## src/rtl/nsbp_pkg.sv

```systemverilog
package nsbp_pkg;
   // legal range of prediction table depth
   localparam int unsigned MIN_TABLE_DEPTH = 64;
   localparam int unsigned MAX_TABLE_DEPTH = 1024;

   function automatic bit is_pow2(input int unsigned v);
      return (v != 0) && ((v & (v - 1)) == 0);
   endfunction
endpackage

```

## src/rtl/nsbp_index.sv

```systemverilog
// Maps (set, sub-bank) onto a table index; the sub-bank always takes the low bits.
module nsbp_index #(
   parameter int unsigned SET_W = 7,
   parameter int unsigned SB_W  = 2,
   parameter int unsigned IDX_W = 6
) (
   input  logic [SET_W-1:0] set_i,
   input  logic [SB_W-1:0]  sb_i,
   output logic [IDX_W-1:0] idx_o
);
   localparam int unsigned HI_W  = IDX_W - SB_W;
   localparam int unsigned CAT_W = SET_W + SB_W;

   generate
      if (CAT_W <= IDX_W) begin : g_wide
         // table wide enough: zero-extend the concatenation
         assign idx_o = IDX_W'({set_i, sb_i});
      end else begin : g_fold
         logic [HI_W-1:0] folded;
         always_comb begin
            folded = '0;
            for (int i = 0; i < int'(SET_W); i++) begin
               folded[i % int'(HI_W)] = folded[i % int'(HI_W)] ^ set_i[i];
            end
         end
         assign idx_o = {folded, sb_i};
      end
   endgenerate
endmodule

```

## src/rtl/nsbp_table.sv

```systemverilog
// Direct-mapped next-sub-bank table: valid bits under reset, payload without.
module nsbp_table #(
   parameter int unsigned DEPTH = 64,
   parameter int unsigned SB_W  = 2,
   parameter int unsigned IDX_W = 6
) (
   input  logic             clk,
   input  logic             rst_n,
   input  logic [IDX_W-1:0] rd_idx,
   output logic             rd_hit,
   output logic [SB_W-1:0]  rd_sb,
   input  logic             wr_en,
   input  logic [IDX_W-1:0] wr_idx,
   input  logic [SB_W-1:0]  wr_sb
);
   logic [DEPTH-1:0] ent_vld;
   logic [SB_W-1:0]  ent_sb [DEPTH];

   always_ff @(posedge clk) begin
      if (!rst_n) begin
         ent_vld <= '0;
      end else if (wr_en) begin
         ent_vld[wr_idx] <= 1'b1;
      end
   end

   always_ff @(posedge clk) begin
      if (wr_en) begin
         ent_sb[wr_idx] <= wr_sb;
      end
   end

   // read returns contents before any write of this cycle
   assign rd_hit = ent_vld[rd_idx];
   assign rd_sb  = ent_sb[rd_idx];
endmodule

```

## src/rtl/nsbp_ctrl.sv

```systemverilog
// Precharge state, stall decision and transition learning.
module nsbp_ctrl #(
   parameter int unsigned SET_W  = 7,
   parameter int unsigned SB_W   = 2,
   parameter int unsigned NUM_SB = 4
) (
   input  logic              clk,
   input  logic              rst_n,
   input  logic              fetch_valid,
   input  logic [SET_W-1:0]  fetch_set,
   input  logic [SB_W-1:0]   fetch_sb,
   input  logic              look_hit,
   input  logic [SB_W-1:0]   look_sb,
   output logic [NUM_SB-1:0] precharge_en,
   output logic [SB_W-1:0]   pred_sb,
   output logic              stall,
   output logic              learn_en,
   output logic [SET_W-1:0]  learn_set,
   output logic [SB_W-1:0]   learn_from,
   output logic [SB_W-1:0]   learn_to
);
   logic [SB_W-1:0]  live_sb;
   logic             hist_vld;
   logic [SET_W-1:0] hist_set;
   logic [SB_W-1:0]  hist_sb;
   logic             accept;

   assign stall   = fetch_valid && (fetch_sb != live_sb);
   assign accept  = fetch_valid && !stall;
   assign pred_sb = look_hit ? look_sb : fetch_sb;

   always_ff @(posedge clk) begin
      if (!rst_n) begin
         live_sb  <= '0;
         hist_vld <= 1'b0;
         hist_set <= '0;
         hist_sb  <= '0;
      end else if (stall) begin
         live_sb <= fetch_sb;
      end else if (accept) begin
         live_sb  <= pred_sb;
         hist_vld <= 1'b1;
         hist_set <= fetch_set;
         hist_sb  <= fetch_sb;
      end
   end

   assign learn_en   = accept && hist_vld && (fetch_sb != hist_sb);
   assign learn_set  = hist_set;
   assign learn_from = hist_sb;
   assign learn_to   = fetch_sb;

   generate
      for (genvar b = 0; b < int'(NUM_SB); b++) begin : g_pre
         assign precharge_en[b] = (live_sb == SB_W'(b));
      end
   endgenerate
endmodule

```

## src/rtl/nsb_precharge_pred.sv

```systemverilog
module nsb_precharge_pred #(
   parameter int unsigned NUM_SETS     = 128,
   parameter int unsigned NUM_SUBBANKS = 4,
   parameter int unsigned TABLE_DEPTH  = 64,
   localparam int unsigned SET_W = $clog2(NUM_SETS),
   localparam int unsigned SB_W  = $clog2(NUM_SUBBANKS),
   localparam int unsigned IDX_W = $clog2(TABLE_DEPTH)
) (
   input  logic                    clk,
   input  logic                    rst_n,
   input  logic                    fetch_valid,
   input  logic [SET_W-1:0]        fetch_set,
   input  logic [SB_W-1:0]         fetch_sb,
   input  logic                    upd_valid,
   input  logic [SET_W-1:0]        upd_set,
   input  logic [SB_W-1:0]         upd_from_sb,
   input  logic [SB_W-1:0]         upd_to_sb,
   output logic [NUM_SUBBANKS-1:0] precharge_en,
   output logic [SB_W-1:0]         pred_next_sb,
   output logic                    fetch_stall
);
   import nsbp_pkg::*;

   generate
      if (!is_pow2(TABLE_DEPTH) || TABLE_DEPTH < MIN_TABLE_DEPTH
          || TABLE_DEPTH > MAX_TABLE_DEPTH) begin : g_bad_depth
         $error("TABLE_DEPTH must be a power of two within the supported range");
      end
      if (!is_pow2(NUM_SUBBANKS) || NUM_SUBBANKS < 2) begin : g_bad_sb
         $error("NUM_SUBBANKS must be a power of two of at least 2");
      end
      if (!is_pow2(NUM_SETS) || NUM_SETS < 2) begin : g_bad_sets
         $error("NUM_SETS must be a power of two of at least 2");
      end
      if (IDX_W <= SB_W) begin : g_bad_idx
         $error("table index must be wider than the sub-bank index");
      end
   endgenerate

   logic [IDX_W-1:0] look_idx, learn_idx, upd_idx, wr_idx;
   logic             look_hit, learn_en, wr_en;
   logic [SB_W-1:0]  look_sb, learn_from, learn_to, wr_sb;
   logic [SET_W-1:0] learn_set;

   nsbp_index #(.SET_W(SET_W), .SB_W(SB_W), .IDX_W(IDX_W)) u_idx_look (
      .set_i(fetch_set), .sb_i(fetch_sb), .idx_o(look_idx));

   nsbp_index #(.SET_W(SET_W), .SB_W(SB_W), .IDX_W(IDX_W)) u_idx_learn (
      .set_i(learn_set), .sb_i(learn_from), .idx_o(learn_idx));

   nsbp_index #(.SET_W(SET_W), .SB_W(SB_W), .IDX_W(IDX_W)) u_idx_upd (
      .set_i(upd_set), .sb_i(upd_from_sb), .idx_o(upd_idx));

   // single write port: resolved update beats learned transition
   assign wr_en  = upd_valid || learn_en;
   assign wr_idx = upd_valid ? upd_idx   : learn_idx;
   assign wr_sb  = upd_valid ? upd_to_sb : learn_to;

   nsbp_table #(.DEPTH(TABLE_DEPTH), .SB_W(SB_W), .IDX_W(IDX_W)) u_table (
      .clk    (clk),
      .rst_n  (rst_n),
      .rd_idx (look_idx),
      .rd_hit (look_hit),
      .rd_sb  (look_sb),
      .wr_en  (wr_en),
      .wr_idx (wr_idx),
      .wr_sb  (wr_sb)
   );

   nsbp_ctrl #(.SET_W(SET_W), .SB_W(SB_W), .NUM_SB(NUM_SUBBANKS)) u_ctrl (
      .clk          (clk),
      .rst_n        (rst_n),
      .fetch_valid  (fetch_valid),
      .fetch_set    (fetch_set),
      .fetch_sb     (fetch_sb),
      .look_hit     (look_hit),
      .look_sb      (look_sb),
      .precharge_en (precharge_en),
      .pred_sb      (pred_next_sb),
      .stall        (fetch_stall),
      .learn_en     (learn_en),
      .learn_set    (learn_set),
      .learn_from   (learn_from),
      .learn_to     (learn_to)
   );
endmodule

```

## config.mk

```make
export PLATFORM = sky130hd
export DESIGN_NAME = nsb_precharge_pred
export DESIGN_NICKNAME = d
export VERILOG_FILES = /design/src/rtl/nsbp_pkg.sv /design/src/rtl/nsbp_index.sv /design/src/rtl/nsbp_table.sv /design/src/rtl/nsbp_ctrl.sv /design/src/rtl/nsb_precharge_pred.sv
export SDC_FILE = /design/constraint.sdc
export NUM_CORES = 1
export LEC_CHECK = 0
export CORE_MARGIN = 4
export CORE_UTILIZATION = 61
export DETAILED_ROUTE_END_ITERATION = 8
export GPL_ROUTABILITY_DRIVEN = 0
export HOLD_SLACK_MARGIN = 0.08
export MAX_ROUTING_LAYER = met4
export PLACE_DENSITY = 0.91
export SYNTH_ARGS = -nofsm -noshare
export SYNTH_HDL_FRONTEND = slang
export SYNTH_SLANG_ARGS = --single-unit
```

## constraint.sdc

```tcl
create_clock -name clk -period 5.2 [get_ports clk]
set_input_delay 0.52 -clock clk [delete_from_list [all_inputs] [get_ports clk]]
set_output_delay 0.52 -clock clk [all_outputs]
set_load 0.05 [all_outputs]
```

==> results.yml, run 1 <==
outcome:
  status: "finished clean"
worst_setup_path:
  arrival_ps: 3900
  required_ps: 4680
  critPathCaptureType: "primary output"
  crit_fanout: 13
  worstSetupPathType: "primary input to primary output"
  crit_path_start_kind: "primary input"
sta:
  tightest_slew_ps: 1290
  tns_ps: 0
  fin_skew_ps: 17.2
  holdWs_ps: 459
  grt_setup_unrepaired: "false"
  period_minus_slack_ps: 4420
  setup_viol: 0
  drv_slew: 0
  clock.fmax_ghz: 0.226
  slew_headroom: 0.138
  hold_viol: 0
  fin_crit_sh: 0.850
finish:
  layout-drive-gt1-share: 0.177
  num-fill-cells: 854
  syn_to_final_growth_pct: 13.6
  final-seq-area_mm2: 0.00537
  multi_input_area_mm2: 0.00307
  antenna_cells: 0
  instances_no_fill: 865
  nets: 695
floorplan:
  die_area_mm2: 0.0160
  coreArea_mm2: 0.0138
  fp.dieH_um: 127
  rows: 43
  start_util: 0.621
  ios: 31
  chipWidth_um: 127
synth:
  yosysSeqAreaShare: 0.625
  synth_nets: 661
  yosys_warnings: 0
  ys_types: 45
  syn_area_mm2: 0.00858
  yosys.area.top_type: "edfxtp_1"
  synth.area.top_cells: "edfxtp_1 (45%), dfxtp_1 (18%), mux4_2 (8.9%)"
  yosysTopAreaCellShare: 0.448
  synth_cells: 637
  synthArstFlopShare: 0
  synth.avg_cell_area_um2: 13.5
  synth_edf_count: 128
  ys_ff_latch: 204
  dominantRegCellSynth: "edfxtp_1"
clock_tree:
  insertion_delay_ps: 500
  cts_num_sinks: 204
  cts_made_buffers: 20
  holdBufCountCts: 0
  cts_tree: "yes"
  cts_resized: 0
  clockRootBuffer: "clkbuf_16"
  clkTransAtPathRegs_ps: 60
  cts_max_level: 1
  post_cts_buffers: 0
  cts.path.max_buffers: 3
routing:
  routed_wl_um: 20300
  vias: 5691
  first_pass_iters: 5
  drc_errors: 0
  drtIter0Drc: 907
  antenna_left: 0
  avgRoutedWirePerCell_um: 23.5
  vias_per_cell: 6.58
power:
  vdd_drop_max_mv: 0.335
  powerDensity_mw_per_mm2: 370
  leakagePower_nw: 3.32
place:
  dp_cells: 829
  dp_hpwl_um: 13300
  port_buffers: 30
grt:
  grt_max_degree: 52
  antenna_found_initial: 0
  grt_usage: 0.265
  grt_overflow: 0
  grt_pass1_wl_um: 32400
  grt_pass1_vias: 5828
flow_run:
  max_cap_viol_count: 0
worst_hold_path:
  hold_class: "flop to flop"
==> state kept, by name (all words and copies together) (netlist names) <==
register           cells
u_table.ent_vld       64
u_ctrl.learn_from      2
u_ctrl.live_sb         2
u_table.ent_sb       128
u_ctrl.learn_set       7
u_ctrl.hist_vld        1
==> area by class of cell <==
cell class | count | area share
well taps | 180 | 0.0231
inverters | 3 | 0.00115
clock inverters | 10 | 0.0132
repair buffers | 44 | 0.0400
flip-flops and latches | 204 | 0.550
clock buffers | 26 | 0.0577
multi-input cells | 398 | 0.315
==> critical path, cell delays in order <==
cell and delay, ps:
clkdlybuf4s50_1 490, xnor2_1 680, buf_4 330, nand2_1 80, a32oi_1 180, and3_1 210, or4_1 140, nand2_1 80
o21ai_1 300, clkdlybuf4s50_1 870
==> routing by layer <==
metal,vias up,track usage,share of wire
met5,-,-,0
met1,2786,0.324,0.36
li1,2438,-,-
met2,372,0.439,0.51
met3,95,0.0459,0.085
met4,0,0.112,0.049
==> cells by family (layout without fill, tap and decap cells) <==
| logic type | after synthesis | after routing | share of synthesized area |
|---|---|---|---|
| buf+inv | 35 | 83 | 0.0230 |
| xor+xnor | 16 | 16 | 0.0163 |
| flops | 204 | 204 | 0.625 |
| mux | 65 | 65 | 0.126 |
| simple gates | 205 | 205 | 0.111 |
| compound gates | 112 | 112 | 0.0990 |
==> final timing paths <==
kind	end	slack, ps	startpoint	cells past startpoint
worst max-delay path	pred_next_sb[0]	780	fetch_set[0]	10
worst min-delay path	u_table.ent_vld[3]	460	u_table.ent_vld[3]	1
worst max register to register	u_table.ent_sb[59][1]	2620	u_ctrl.live_sb[0]	5
worst min register to register	u_table.ent_vld[3]	460	u_table.ent_vld[3]	1
==> cells in the mapped netlist, types with 4 or more instances <==
library cell	count
edfxtp_1	128
a21oi_1	6
nor2_2	17
buf_6	5
mux2i_1	27
xor2_1	10
o211ai_1	6
buf_4	5
a32oi_1	5
dfxtp_1	76
nor2_1	61
buf_2	8
a31oi_1	5
o21a_1	67
nand3_1	18
mux4_2	34
mux2_2	4
nor3_1	5
clkbuf_1	13
o21ai_0	8
nor2b_1	12
xnor2_1	6
nand2_1	69
==> report_power, final <==
group	switching [mW]	internal (mW)	total [mW]
combinational	0.236	0.123	0.359
clock	0.615	0.875	1.49
sequential	0.0111	1.74	1.76
total	0.862	2.74	3.60
==> cells in the final DEF, fill, tap and decap left out, drive strengths merged, types with 3 or more instances in the layout <==
| cell type | Yosys | layout |
|---|---|---|
| xor2 | 10 | 10 |
| xnor2 | 6 | 6 |
| and2 | 5 | 5 |
| inv | 3 | 4 |
| o211ai | 6 | 6 |
| edfxtp | 128 | 128 |
| clkdlybuf4s50 | 0 | 27 |
| a31oi | 5 | 5 |
| buf | 19 | 17 |
| mux2 | 4 | 4 |
| clkinv | 0 | 4 |
| nand4 | 3 | 3 |
| mux2i | 27 | 27 |
| and3 | 3 | 3 |
| clkinvlp | 0 | 3 |
| nor2b | 12 | 12 |
| nand2 | 73 | 73 |
| o2111ai | 3 | 3 |
| a32oi | 5 | 5 |
| o21a | 67 | 67 |
| mux4 | 34 | 34 |
| nand3 | 18 | 18 |
| a21oi | 6 | 6 |
| nor3 | 5 | 5 |
| dfxtp | 76 | 76 |
| clkbuf | 13 | 26 |
| o21ai | 10 | 10 |
| nor2 | 78 | 78 |
==> metrics by stage <==
stage / power, mW / setup WS (ps) / utilization / area [um^2]
3_3_place_gp: 2.12 / 1000 / 0.655 / 9060
3_5_place_dp: 2.14 / 937 / 0.655 / 9060
6_report: 3.60 / 780 / 0.705 / 9750
2_1_floorplan: 2.03 / 994 / - / 8580
5_1_grt: 3.71 / 664 / 0.705 / 9750
4_1_cts: 3.61 / 886 / 0.705 / 9750
Note: power is estimated with default switching activity, not from simulation.
==> run 2, diff against run 1 <==
--- a/config.mk
+++ b/config.mk
@@ -7,6 +7,7 @@
 export LEC_CHECK = 0
 export CORE_MARGIN = 4
 export CORE_UTILIZATION = 61
+export CTS_BUF_LIST = sky130_fd_sc_hd__clkbuf_4 sky130_fd_sc_hd__clkbuf_8 sky130_fd_sc_hd__clkbuf_16
 export DETAILED_ROUTE_END_ITERATION = 8
 export GPL_ROUTABILITY_DRIVEN = 0
 export HOLD_SLACK_MARGIN = 0.08
==> run 2 against run 1 <==
Net effect: the flow now finishes with violations (DRC); flip-flop and latch count unchanged; core utilization increased by 0.054 points; die area unchanged; register-to-register slack got worse by 20 ps; global-route usage unchanged; clock skew about the same; first-iteration DRC count increased by 0.33%; design area about the same; hold slack about the same; critical path type unchanged; critical endpoint unchanged.
==> results.yml, run 2 (synthesis results as in run 1) <==
grt:
  grt_pass1_wl_um: 32400
  grt.met2_usage: 0.439
  antenna_found_initial: 0
  grt_pass1_vias: 5828
  use_met3: 0.0459
  top_usage_layer: "met2"
  grt_max_degree: 52
  gr-usage-met1: 0.324
  grt_overflow: 0
  grt_usage: 0.265
worst_setup_path:
  arrival_ps: 3930
  r2r_slack_ps: 2600
  cpLargestDelayFamily: "buffers and inverters"
  max_stage_delay_ps: 870
  rr_worst_depth: 5
  crit_path_start_kind: "primary input"
  cp_cell_sequence: "clkdlybuf4s50_1, xnor2_1, buf_4, nand2_1, a32oi_1, and3_1, or4_1, nand2_1, o21ai_1, clkdlybuf4s50_1"
  critPathCaptureType: "primary output"
  slowest_stage: "clkdlybuf4s50_1"
  critPathBufInv: 3
  required_ps: 4680
  rr_endpoint: "u_table.ent_sb[56][1]"
  crit_fanout: 13
  worst_r2r_startpoint: "u_ctrl.live_sb[0]"
  worstSetupPathType: "primary input to primary output"
finish:
  regMostFlops: "u_table.ent_sb"
  layout_common_cells: "edfxtp_1 (128), dfxtp_1 (76), nand2_1 (69)"
  instances_no_fill: 865
  layout-drive-gt1-share: 0.180
  largest_register_ff_count: 128
  antenna_cells: 0
  layout.cells.most_common: "edfxtp_1"
  syn_to_final_growth_pct: 13.7
  nets: 695
clock_tree:
  clockRootBuffer: "clkbuf_16"
  cts.path.max_buffers: 3
  holdBufCountCts: 0
  cts_max_level: 1
  cts_made_buffers: 20
  post_cts_buffers: 0
  insertion_delay_ps: 500
  cts_resized: 0
  clkTransAtPathRegs_ps: 60
  cts_tree: "yes"
  cts_num_sinks: 204
floorplan:
  ios: 31
  coreArea_mm2: 0.0138
  start_util: 0.621
  chipWidth_um: 127
  fp.dieH_um: 127
  die_area_mm2: 0.0160
  rows: 43
outcome:
  violations: "DRC"
  status: "finished with violations"
routing:
  routed_wl_um: 20300
  drc_errors: 1
  drtIter0Drc: 910
  first_pass_iters: 9
  vias_per_cell: 6.58
  avgRoutedWirePerCell_um: 23.5
  antenna_left: 0
  vias: 5696
sta:
  slew_headroom: 0.144
  clock.fmax_ghz: 0.225
  grt_setup_unrepaired: "false"
  hold_viol: 0
  setup_viol: 0
  fin_skew_ps: 17.4
  drv_slew: 0
  tightest_slew_ps: 1280
  fin_crit_sh: 0.855
  tns_ps: 0
  period_minus_slack_ps: 4450
power:
  vdd_drop_max_mv: 0.335
  leakagePower_nw: 3.33
  powerDensity_mw_per_mm2: 370
worst_hold_path:
  min_to: "u_table.ent_vld[3]"
  min_from: "u_table.ent_vld[3]"
  holdPathStages: 1
  hold_class: "flop to flop"
place:
  dp_hpwl_um: 13300
  dp_cells: 829
  port_buffers: 30
flow_run:
  max_cap_viol_count: 0
run 2: how the worst max path moves through the flow:
stage	startpoint	cells past startpoint	end	slack, ps
2_1_floorplan	fetch_sb[1]	4	u_table.ent_sb[0][1]	990
3_3_place_gp	fetch_sb[0]	9	pred_next_sb[1]	1000
3_5_place_dp	fetch_set[0]	10	pred_next_sb[0]	940
4_1_cts	fetch_set[0]	10	pred_next_sb[0]	890
5_1_grt	fetch_sb[1]	9	pred_next_sb[0]	660
6_report	fetch_set[0]	10	pred_next_sb[0]	750
run 2: worst reg2reg max path, delay by kind of cell (launching register included):
kind	cells	cell delay (ps)
AND/OR/NAND/NOR	3	1220
flip-flops	1	470
AO/OA/AOI/OAI	1	410
XOR/XNOR	1	160
run 2: layer usage:
layer / vias to the layer above / wire length [um]
met5: - / 0
met4: 0 / 1080
met3: 96 / 1840
met2: 362 / 10200
met1: 2798 / 7180
li1: 2440 / -
run 2: cell type report:
cell class	count	area, um^2
clock buffer	26	571
clock inverter	10	129
fill	850	4070
inverter	3	11.3
multi-input combinational	398	3070
sequential	204	5370
tap	180	225
timing repair buffer	44	390
run 2: stage by stage:
stage | power (mW) | utilization | area (um^2) | setup WS (ps) | hold slack [ps]
3_5_place_dp | 2.14 | 0.655 | 9060 | 937 | 450
4_1_cts | 3.62 | 0.706 | 9760 | 886 | 465
6_report | 3.61 | 0.706 | 9760 | 752 | 459
5_1_grt | 3.72 | 0.706 | 9760 | 664 | 480
2_1_floorplan | 2.03 | - | 8580 | 994 | 435
3_3_place_gp | 2.12 | 0.655 | 9060 | 1000 | 443
run 2: power by group:
part | leakage [nW] | switching (mW) | total (mW) | internal [mW]
sequential | 1.77 | 0.0111 | 1.76 | 1.74
combinational | 1.22 | 0.236 | 0.359 | 0.123
clock | 0.338 | 0.613 | 1.50 | 0.885
total | 3.33 | 0.860 | 3.61 | 2.75
